===== src/rtl/usb_cmdstat_pkg.sv =====
package usb_cmdstat_pkg;
  localparam int unsigned NUM_LISTS = 2;
  localparam logic [1:0] ADDR_CMD = 2'd0;
  localparam logic [1:0] ADDR_STS = 2'd1;
  localparam logic [1:0] ADDR_ENA = 2'd2;
  localparam int unsigned BIT_SRST  = 0;
  localparam int unsigned BIT_LIST0 = 1;  // list i filled flag at BIT_LIST0+i
  localparam int unsigned BIT_ROUTE = 30;
  localparam int unsigned BIT_MIE   = 31;

  typedef struct packed {
    logic start;
    logic found;
    logic done;
  } list_hs_t;
endpackage


===== src/rtl/usb_list_flag.sv =====
module usb_list_flag
  import usb_cmdstat_pkg::*;
(
  input  logic     clk_i,
  input  logic     rst_ni,
  input  logic     clr_i,
  input  logic     hold_i,
  input  logic     sw_set_i,
  input  list_hs_t hs_i,
  output logic     filled_o,
  output logic     pass_o
);
  logic filled_q, pass_q;
  logic start_ok, found_ok, done_ok;

  assign start_ok = hs_i.start & ~hold_i;
  assign found_ok = hs_i.found & ~hold_i & pass_q & ~hs_i.start;
  assign done_ok  = hs_i.done & ~hold_i;

  always_ff @(posedge clk_i or negedge rst_ni) begin
    if (!rst_ni) begin
      filled_q <= 1'b0;
      pass_q   <= 1'b0;
    end else if (clr_i) begin
      filled_q <= 1'b0;
      pass_q   <= 1'b0;
    end else begin
      // software set beats the hardware clear at list start
      if (sw_set_i)      filled_q <= 1'b1;
      else if (start_ok) filled_q <= 1'b0;
      else if (found_ok) filled_q <= 1'b1;

      if (start_ok)     pass_q <= filled_q | sw_set_i;
      else if (done_ok) pass_q <= 1'b0;
    end
  end

  assign filled_o = filled_q;
  assign pass_o   = pass_q;
endmodule


===== src/rtl/usb_srst_timer.sv =====
module usb_srst_timer #(
  parameter int unsigned RST_CYCLES = 500
) (
  input  logic clk_i,
  input  logic rst_ni,
  input  logic req_i,
  output logic accept_o,
  output logic busy_o
);
  localparam int unsigned CNT_W = $clog2(RST_CYCLES > 1 ? RST_CYCLES : 2);
  localparam logic [CNT_W-1:0] LAST = CNT_W'(RST_CYCLES - 1);

  logic             busy_q;
  logic [CNT_W-1:0] cnt_q;

  assign accept_o = req_i & ~busy_q;

  always_ff @(posedge clk_i or negedge rst_ni) begin
    if (!rst_ni) begin
      busy_q <= 1'b0;
      cnt_q  <= '0;
    end else if (accept_o) begin
      busy_q <= 1'b1;
      cnt_q  <= '0;
    end else if (busy_q) begin
      if (cnt_q == LAST) begin
        busy_q <= 1'b0;
        cnt_q  <= '0;
      end else begin
        cnt_q <= cnt_q + 1'b1;
      end
    end
  end

  assign busy_o = busy_q;
endmodule


===== src/rtl/usb_irq_status.sv =====
module usb_irq_status #(
  parameter int unsigned EVT_W = 7
) (
  input  logic             clk_i,
  input  logic             rst_ni,
  input  logic             clr_i,
  input  logic [EVT_W-1:0] event_i,
  input  logic             wr_sts_i,
  input  logic             wr_ena_i,
  input  logic [EVT_W-1:0] wbits_i,
  input  logic             wmie_i,
  input  logic             wroute_i,
  output logic [EVT_W-1:0] status_o,
  output logic [EVT_W-1:0] ena_o,
  output logic             mie_o,
  output logic             route_o,
  output logic             irq_o
);
  logic [EVT_W-1:0] status_q, ena_q, clr_mask;
  logic             mie_q, route_q;

  assign clr_mask = wr_sts_i ? wbits_i : '0;

  always_ff @(posedge clk_i or negedge rst_ni) begin
    if (!rst_ni) begin
      status_q <= '0;
      ena_q    <= '0;
      mie_q    <= 1'b0;
      route_q  <= 1'b0;
    end else if (clr_i) begin
      status_q <= '0;
      ena_q    <= '0;
      mie_q    <= 1'b0;
    end else begin
      // a new event outranks a clear of the same bit
      status_q <= (status_q & ~clr_mask) | event_i;
      if (wr_ena_i) begin
        ena_q   <= wbits_i;
        mie_q   <= wmie_i;
        route_q <= wroute_i;
      end
    end
  end

  assign status_o = status_q;
  assign ena_o    = ena_q;
  assign mie_o    = mie_q;
  assign route_o  = route_q;
  assign irq_o    = mie_q & |(status_q & ena_q);
endmodule


===== src/rtl/usb_cmdstat_unit.sv =====
module usb_cmdstat_unit
  import usb_cmdstat_pkg::*;
#(
  parameter int unsigned RST_CYCLES = 500,
  parameter int unsigned EVT_W      = 7
) (
  input  logic                 clk_i,
  input  logic                 rst_ni,
  input  logic                 reg_we_i,
  input  logic [1:0]           reg_addr_i,
  input  logic [31:0]          reg_wdata_i,
  output logic [31:0]          reg_rdata_o,
  input  logic [NUM_LISTS-1:0] list_start_i,
  input  logic [NUM_LISTS-1:0] td_found_i,
  input  logic [NUM_LISTS-1:0] list_done_i,
  input  logic [EVT_W-1:0]     event_i,
  output logic [NUM_LISTS-1:0] filled_o,
  output logic [NUM_LISTS-1:0] pass_o,
  output logic                 suspend_o,
  output logic                 route_o,
  output logic                 irq_o
);
  logic             wr_cmd, wr_sts, wr_ena;
  logic             srst_accept, busy;
  logic [EVT_W-1:0] status, ena;
  logic             mie;
  logic             unused_wdata;

  assign wr_cmd = reg_we_i && (reg_addr_i == ADDR_CMD);
  assign wr_sts = reg_we_i && (reg_addr_i == ADDR_STS);
  assign wr_ena = reg_we_i && (reg_addr_i == ADDR_ENA);
  assign unused_wdata = ^reg_wdata_i[BIT_ROUTE-1:EVT_W];

  usb_srst_timer #(.RST_CYCLES(RST_CYCLES)) u_srst (
    .clk_i    (clk_i),
    .rst_ni   (rst_ni),
    .req_i    (wr_cmd & reg_wdata_i[BIT_SRST]),
    .accept_o (srst_accept),
    .busy_o   (busy)
  );

  for (genvar i = 0; i < NUM_LISTS; i++) begin : g_list
    list_hs_t hs;
    assign hs = '{start: list_start_i[i], found: td_found_i[i], done: list_done_i[i]};
    usb_list_flag u_flag (
      .clk_i    (clk_i),
      .rst_ni   (rst_ni),
      .clr_i    (srst_accept),
      .hold_i   (busy),
      .sw_set_i (wr_cmd & reg_wdata_i[BIT_LIST0+i]),
      .hs_i     (hs),
      .filled_o (filled_o[i]),
      .pass_o   (pass_o[i])
    );
  end

  usb_irq_status #(.EVT_W(EVT_W)) u_irq (
    .clk_i    (clk_i),
    .rst_ni   (rst_ni),
    .clr_i    (srst_accept),
    .event_i  (event_i),
    .wr_sts_i (wr_sts),
    .wr_ena_i (wr_ena),
    .wbits_i  (reg_wdata_i[EVT_W-1:0]),
    .wmie_i   (reg_wdata_i[BIT_MIE]),
    .wroute_i (reg_wdata_i[BIT_ROUTE]),
    .status_o (status),
    .ena_o    (ena),
    .mie_o    (mie),
    .route_o  (route_o),
    .irq_o    (irq_o)
  );

  always_comb begin
    reg_rdata_o = '0;
    unique case (reg_addr_i)
      ADDR_CMD: begin
        reg_rdata_o[BIT_SRST] = busy;
        reg_rdata_o[BIT_LIST0 +: NUM_LISTS] = filled_o;
      end
      ADDR_STS: reg_rdata_o[EVT_W-1:0] = status;
      ADDR_ENA: begin
        reg_rdata_o[EVT_W-1:0] = ena;
        reg_rdata_o[BIT_ROUTE] = route_o;
        reg_rdata_o[BIT_MIE]   = mie;
      end
      default: reg_rdata_o = '0;
    endcase
  end

  assign suspend_o = busy;
endmodule


===== config.mk =====
export PLATFORM = sky130hd
export DESIGN_NAME = usb_cmdstat_unit
export DESIGN_NICKNAME = d
export VERILOG_FILES = /design/src/rtl/usb_cmdstat_pkg.sv /design/src/rtl/usb_list_flag.sv /design/src/rtl/usb_srst_timer.sv /design/src/rtl/usb_irq_status.sv /design/src/rtl/usb_cmdstat_unit.sv
export SDC_FILE = /design/constraint.sdc
export NUM_CORES = 1
export LEC_CHECK = 0
export BUFFER_PORTS_ARGS = -buffer_cell sky130_fd_sc_hd__buf_2
export CAP_MARGIN = 10
export CORE_ASPECT_RATIO = 0.6
export CORE_MARGIN = 2
export CORE_UTILIZATION = 49
export CTS_CLUSTER_DIAMETER = 150
export DETAILED_ROUTE_END_ITERATION = 8
export GPL_TIMING_DRIVEN = 1
export PLACE_DENSITY = 0.82
export SLEW_MARGIN = 25
export SYNTH_ARGS = -nofsm -noshare
export SYNTH_HDL_FRONTEND = slang
export SYNTH_SLANG_ARGS = --single-unit

===== constraint.sdc =====
create_clock -name clk_i -period 2.85 [get_ports clk_i]
set_input_delay 0.1425 -clock clk_i [delete_from_list [all_inputs] [get_ports clk_i]]
set_output_delay 0.1425 -clock clk_i [all_outputs]
set_load 0.02 [all_outputs]

==> flow_metrics.env, run 1 <==
export IMPL_syn2layout_area_growth_pct=11.2
export IMPL_grt_pass1_wl_mm=6.67
export IMPL_slew_violations=0
export IMPL_wl_mm=4.05
export IMPL_critPathLaunch="u_srst.cnt_q[0]$_DFFE_PN0P_"
export IMPL_boundaryPins=89
export IMPL_startpoint_type="register"
export IMPL_drv_cap=0
export IMPL_cts_repair_resized=0
export IMPL_synth_warnings=0
export IMPL_pwr_share_comb=0.189
export IMPL_drc=0
export IMPL_final_setup_worst_slack_ns=1.08
export IMPL_cts_max_level=2
export IMPL_antenna_found_initial=0
export IMPL_path_cells="ha_1 -> nand2_1 -> o41ai_1 -> o21a_1 -> a21oi_1"
export IMPL_final_seq_area_um2=751
export IMPL_clkTransAtPathRegs_ns=0.06
export IMPL_hp_class="input pin to register"
export IMPL_path_delay_family="compound AO/OA/AOI/OAI gates"
export IMPL_grt_max_degree=31
export IMPL_worstSetupPathDepth=5
export IMPL_slew_headroom=0.499
export IMPL_reg2reg_slack_ns=1.08
export IMPL_hold_viol=0
export IMPL_finalSetupViolations=0
export IMPL_num_rows=17
export IMPL_num_vias=1564
export IMPL_antenna_left=0
export IMPL_io_buffers=42
export IMPL_synth_cells=209
export IMPL_crit_path_top_delay_cell="o41ai_1"
export IMPL_first_iter_violations=149
export IMPL_r2r_end="u_srst.cnt_q[5]$_DFFE_PN0P_"
export IMPL_cp_arrival_ns=1.92
export IMPL_clock_path_buffers=2
export IMPL_overflow=0
export IMPL_place_inst=285
export IMPL_rsz0062_at_grt="false"
export IMPL_hpwlAfterDp_mm=2.99
export IMPL_start_util=0.501
export IMPL_num_antenna_cells=0
export IMPL_gp_congestion=0.823
export IMPL_wl_per_cell_um=13.8
export IMPL_p_per_area_nw_per_um2=480
export IMPL_grt_pass1_vias=1453
export IMPL_worst_setup_path_type="register to register"
export IMPL_drtPass1Iterations=6
export IMPL_crit_buf_inv=0
export IMPL_cp_end_kind="register"
export IMPL_grt_total_usage=0.213
export IMPL_num_nets_final=301
export IMPL_post_layout_nonfiller_instances=293
export IMPL_peakVddDrop_uv=318
export IMPL_status="finished, final reports clean"
export IMPL_syn_avg_cell_area_um2=8.67
export IMPL_synth_distinct_cells=36
export IMPL_multi_input_area_um2=877
export IMPL_synth_seq_cells=30
export IMPL_seq_area_frac_synth=0.414
export IMPL_cts_root_buf="clkbuf_8"
export IMPL_p_sw_w=0.000285
export IMPL_coreArea_um2=3620
export IMPL_p_int_w=0.000684
export IMPL_period_needed_ns=1.77
export IMPL_finalCritPeriodShare=0.622
export IMPL_cp_required_ns=3.00
export IMPL_max_freq_mhz=564
export IMPL_switching_share=0.294
export IMPL_tightest_slew_ns=0.742
export IMPL_die_h_um=51.1
export IMPL_final_cell_area_um2=2020
export IMPL_crit_end="u_srst.cnt_q[5]$_DFFE_PN0P_"
export IMPL_path_max_fanout=5
export IMPL_placed_cell_area_um2=1930
export IMPL_critPathMaxStageDelay_ns=0.62
export IMPL_cts_sinks=30
export IMPL_pwr_share_clk=0.320
export IMPL_tns_ns=0
export IMPL_r2r_cells=5
export IMPL_final_setup_skew_ns=0.00577
export IMPL_post_place_ws_ns=1.09
export IMPL_cts_tree="built"
export IMPL_die_x_um=82.5
export IMPL_syn_cell_area_um2=1810
export IMPL_clk_latency_ns=0.28
export IMPL_nFillCells=355
export IMPL_viasPerCell=5.34
export IMPL_seqPwrFrac=0.492
export IMPL_r2r_start="u_srst.cnt_q[0]$_DFFE_PN0P_"
export IMPL_leakage_nw=0.968
export IMPL_drive_gt1_frac=0.228
export IMPL_cts_buffers=5
export IMPL_die_area_um2=4220
-- power by group through the flow --
stage	clock (W)	sequential, W	combinational, W
2_1_floorplan	0	0.000479	0.000142
3_3_place_gp	0	0.000482	0.000176
3_5_place_dp	0	0.000483	0.000182
4_1_cts	0.000320	0.000476	0.000183
5_1_grt	0.000341	0.000479	0.000204
6_report	0.000310	0.000476	0.000183
-- worst register-to-register path: stages (launching register included) --
cell     delay [ns]
dfrtp_1        0.38
ha_1           0.25
nand2_1        0.10
o41ai_1        0.62
o21a_1         0.23
a21oi_1        0.07
-- worst min-delay path by stage --
| stage | end | cells after the start | slack, ns | startpoint |
|---|---|---|---|---|
| after detailed placement | u_srst.cnt_q[4]$_DFFE_PN0P_ | 1 | 0.22 | rst_ni |
| after global routing | u_irq.status_o[0]$_DFF_PN0_ | 3 | 0.09 | event_i[0] |
| after CTS | u_irq.status_o[6]$_DFF_PN0_ | 3 | 0.07 | event_i[6] |
| after floorplan | g_list[0].u_flag.filled_o$_DFFE_PN0P_ | 0 | -0.15 | rst_ni |
| after global placement | g_list[0].u_flag.pass_o$_DFFE_PN0P_ | 1 | 0.22 | rst_ni |
| final | u_irq.status_o[6]$_DFF_PN0_ | 3 | 0.07 | event_i[6] |
-- cell usage after synthesis --
library cell  instances  share of area
and2_1                3          0.010
or2b_1                1         0.0041
mux2_2                1         0.0062
o41a_1                1         0.0062
ha_1                  5          0.035
nor2_2                1         0.0035
buf_4                27           0.11
nor2_1               19          0.039
nor2b_1               5          0.017
a22oi_1               6          0.025
a21oi_1              24          0.066
or3b_2                1         0.0048
a211o_1               1         0.0048
and3_1                2         0.0069
o21ai_0               7          0.019
mux2i_1               1         0.0055
a32o_1                1         0.0055
a222oi_1              4          0.022
nand4_2               1         0.0069
a31oi_1               6          0.021
buf_2                 1         0.0028
nand2b_1              1         0.0035
conb_1                1         0.0021
o41ai_1               1         0.0048
or2_2                 1         0.0035
nand2_1              23          0.048
buf_6                 1         0.0062
o22ai_1               1         0.0035
inv_1                 5          0.010
nand4_1               1         0.0035
a22o_2                2          0.011
nand3_1              12          0.033
dfrtp_1              30           0.41
a21o_1                2         0.0083
o21a_1                2         0.0083
clkbuf_1              8          0.017
-- state kept, by name, indices dropped and copies added, names as in the netlist --
signal and count:
u_irq.status_o 7, u_srst.busy_o 1, u_irq.route_o 1, g_list.u_flag.pass_o 2, u_srst.cnt_q 9, u_irq.ena_o 7
g_list.u_flag.filled_o 2, u_irq.mie_o 1
-- through the flow --
step	hold WS [ns]	utilization	power (W)
final	0.0727	0.558	0.000969
after global placement	0.215	0.534	0.000658
after CTS	0.0710	0.558	0.000979
after global routing	0.0912	0.558	0.00102
after floorplan	-0.153	-	0.000621
after detailed placement	0.224	0.534	0.000665
-- layout by cell type (no fill, tap or decap), types with 6 or more instances in the layout --
| cell type | count |
|---|---|
| a21oi_1 | 24 |
| nand3_1 | 12 |
| a31oi_1 | 6 |
| dfrtp_1 | 30 |
| nor2_1 | 19 |
| a22oi_1 | 6 |
| o21ai_0 | 7 |
| nand2_1 | 23 |
| conb_1 | 23 |
| buf_2 | 42 |
-- routing by layer --
| layer | part of all wire | vias to the layer above | global-route usage | wire (um) |
|---|---|---|---|---|
| met5 | 0 | - | 0 | 0 |
| met4 | 0.011 | 0 | 0.0874 | 46 |
| met3 | 0.11 | 5 | 0.0724 | 464 |
| met2 | 0.41 | 81 | 0.301 | 1670 |
| met1 | 0.46 | 720 | 0.300 | 1870 |
| li1 | - | 758 | - | - |
-- timing repair --
item / CTS / global route
hold buffers: 1 / 0
buffers inserted: 0 / 0
endpoints found under the hold margin: 30 / 0
-- kinds of logic (layout without fill, tap and decap cells) --
family	after synthesis	count (layout)	synth area share
flops	30	30	0.414
mux	2	2	0.0117
fa+ha+maj	5	5	0.0345
buf+inv	42	57	0.148
other cells	1	23	0.00207
compound gates	58	58	0.206
simple gates	71	71	0.184
-- layout make-up --
type                    count  area share
inverters                   5     0.00931
multi-input cells         159       0.435
flip-flops and latches     30       0.372
well taps                  47      0.0292
repair buffers             45       0.117
clock buffers               7      0.0378
No activity file was read; power rests on OpenSTA's default activity.
==> inputs of run 2 (changes only) <==
CORE_UTILIZATION = 41   (was 49)
PLACE_DENSITY = 0.72   (was 0.82)
clock period = 1.5 ns   (was 2.85 ns; I/O delays follow)
==> flow_metrics.env, run 2 (synthesized netlist as in run 1, its figures left out) <==
export IMPL_status="finished with violations"
export IMPL_violations="hold timing, setup timing"
export IMPL_grt_pass1_wl_mm=7.53
export IMPL_wl_per_cell_um=13.6
export IMPL_syn2layout_area_growth_pct=28.1
export IMPL_largest_reg_flops=9
export IMPL_gp_congestion=0.871
export IMPL_finalSetupViolations=2
export IMPL_worstSetupPathDepth=5
export IMPL_path_max_fanout=6
export IMPL_post_layout_nonfiller_instances=338
export IMPL_start_util=0.435
export IMPL_slew_violations=0
export IMPL_cp_end_kind="register"
export IMPL_cts_sinks=30
export IMPL_reg2reg_slack_ns=-0.03
export IMPL_hpwlAfterDp_mm=3.38
export IMPL_boundaryPins=89
export IMPL_final_setup_skew_ns=0.00263
export IMPL_peakVddDrop_uv=474
export IMPL_max_freq_mhz=653
export IMPL_cts_max_level=2
export IMPL_holdWs_ns=-0.00000866
export IMPL_worst_setup_path_type="register to register"
export IMPL_r2r_start="u_srst.cnt_q[1]$_DFFE_PN0P_"
export IMPL_grt_max_degree=31
export IMPL_leakage_nw=1.12
export IMPL_drv_cap=0
export IMPL_critPathLaunch="u_srst.cnt_q[1]$_DFFE_PN0P_"
export IMPL_crit_end="u_srst.cnt_q[6]$_DFFE_PN0P_"
export IMPL_cts_tree="built"
export IMPL_period_needed_ns=1.53
export IMPL_startpoint_type="register"
export IMPL_num_vias=1705
export IMPL_cp_arrival_ns=1.71
export IMPL_antenna_left=0
export IMPL_cts_buffers=5
export IMPL_largest_register="u_srst.cnt_q"
export IMPL_tightest_slew_ns=0.669
export IMPL_grt_total_usage=0.194
export IMPL_die_area_um2=4990
export IMPL_drc=0
export IMPL_clkTransAtPathRegs_ns=0.07
export IMPL_finalCritPeriodShare=1.02
export IMPL_final_common_cell="buf_2"
export IMPL_hold_viol=1
export IMPL_num_rows=18
export IMPL_die_h_um=55.5
export IMPL_die_x_um=89.8
export IMPL_wl_mm=4.60
export IMPL_r2r_end="u_srst.cnt_q[6]$_DFFE_PN0P_"
export IMPL_num_antenna_cells=0
export IMPL_path_cells="ha_4 -> nand2_2 -> o41a_1 -> buf_2 -> a22o_2"
export IMPL_clock_path_buffers=2
export IMPL_first_iter_violations=118
export IMPL_viasPerCell=5.04
export IMPL_num_nets_final=332
export IMPL_clk_latency_ns=0.29
export IMPL_coreArea_um2=4170
export IMPL_overflow=0
export IMPL_rsz0062_at_grt="true"
export IMPL_cts_root_buf="clkbuf_8"
export IMPL_antenna_found_initial=0
export IMPL_slew_headroom=0.554
export IMPL_path_delay_family="compound AO/OA/AOI/OAI gates"
export IMPL_critPathMaxStageDelay_ns=0.40
export IMPL_drive_gt1_frac=0.331
export IMPL_post_place_ws_ns=-0.112
export IMPL_cp_required_ns=1.68
export IMPL_grt_pass1_vias=1569
export IMPL_drtPass1Iterations=4
export IMPL_r2r_cells=5
export IMPL_place_inst=322
export IMPL_layout_common_cells="buf_2, dfrtp_1, buf_4"
export IMPL_io_buffers=42
export IMPL_crit_path_top_delay_cell="o41a_1"
export IMPL_crit_buf_inv=1
export IMPL_final_setup_worst_slack_ns=-0.0316
export IMPL_p_per_area_nw_per_um2=842
export IMPL_hp_class="input pin to register"
-- run 2: area by class of cell --
| type | count | area (um^2) |
|---|---|---|
| tap | 60 | 75.1 |
| fill | 384 | 1840 |
| sequential | 30 | 752 |
| timing repair buffer | 76 | 473 |
| multi-input combinational | 159 | 912 |
| clock inverter | 1 | 5.00 |
| clock buffer | 7 | 86.3 |
| inverter | 5 | 18.8 |
-- run 2: timing repair --
item | in CTS | in global routing
hold buffers | 4 | 0
gates resized for setup | 5 | 4
hold endpoints to repair | 33 | 0
buffers inserted | 2 | 2
endpoints found under the setup margin | 5 | 11
pin swaps | 3 | 4
gates cloned | 0 | 0
-- run 2: power by group --
group / switching, W / internal [W]
clock network: 0.000320 / 0.000370
registers: 0.0000419 / 0.000860
logic: 0.000230 / 0.000134
total: 0.000592 / 0.00136
-- run 2: how the worst min path moves through the flow --
stage                           from                               endpoint  slack [ns]  depth (start not counted)
after floorplan               rst_ni  g_list[0].u_flag.filled_o$_DFFE_PN0P_       -0.22                          0
after global placement        rst_ni            u_srst.cnt_q[8]$_DFFE_PN0P_        0.16                          1
after detailed placement      rst_ni            u_srst.cnt_q[4]$_DFFE_PN0P_        0.16                          1
after CTS                 event_i[1]            u_irq.status_o[1]$_DFF_PN0_       0.004                          3
after global routing      event_i[5]            u_irq.status_o[5]$_DFF_PN0_        0.02                          3
final                     event_i[1]            u_irq.status_o[1]$_DFF_PN0_   -0.000009                          3
-- run 2: per-layer routing --
layer / track usage / routed length [um]
met1: 0.291 / 2300
met2: 0.258 / 1800
met4: 0.0769 / 85
met3: 0.0587 / 411
met5: 0 / 0
-- run 2: per-stage QoR --
step	utilization	total power [W]	cell area [um^2]	TNS, ns
floorplan	-	0.00118	1900	-0.0564
global placement	0.511	0.00126	2130	-0.120
detailed placement	0.511	0.00127	2130	-0.220
CTS	0.547	0.00196	2280	-0.424
global route	0.557	0.00205	2320	-0.541
finish	0.557	0.00195	2320	-0.0515
-- run 2: worst min-delay path: cells and delay by family --
family,cells,cell delay [ns]
simple gates,1,0.07
buf+inv,1,0.08
compound gates,1,0.03
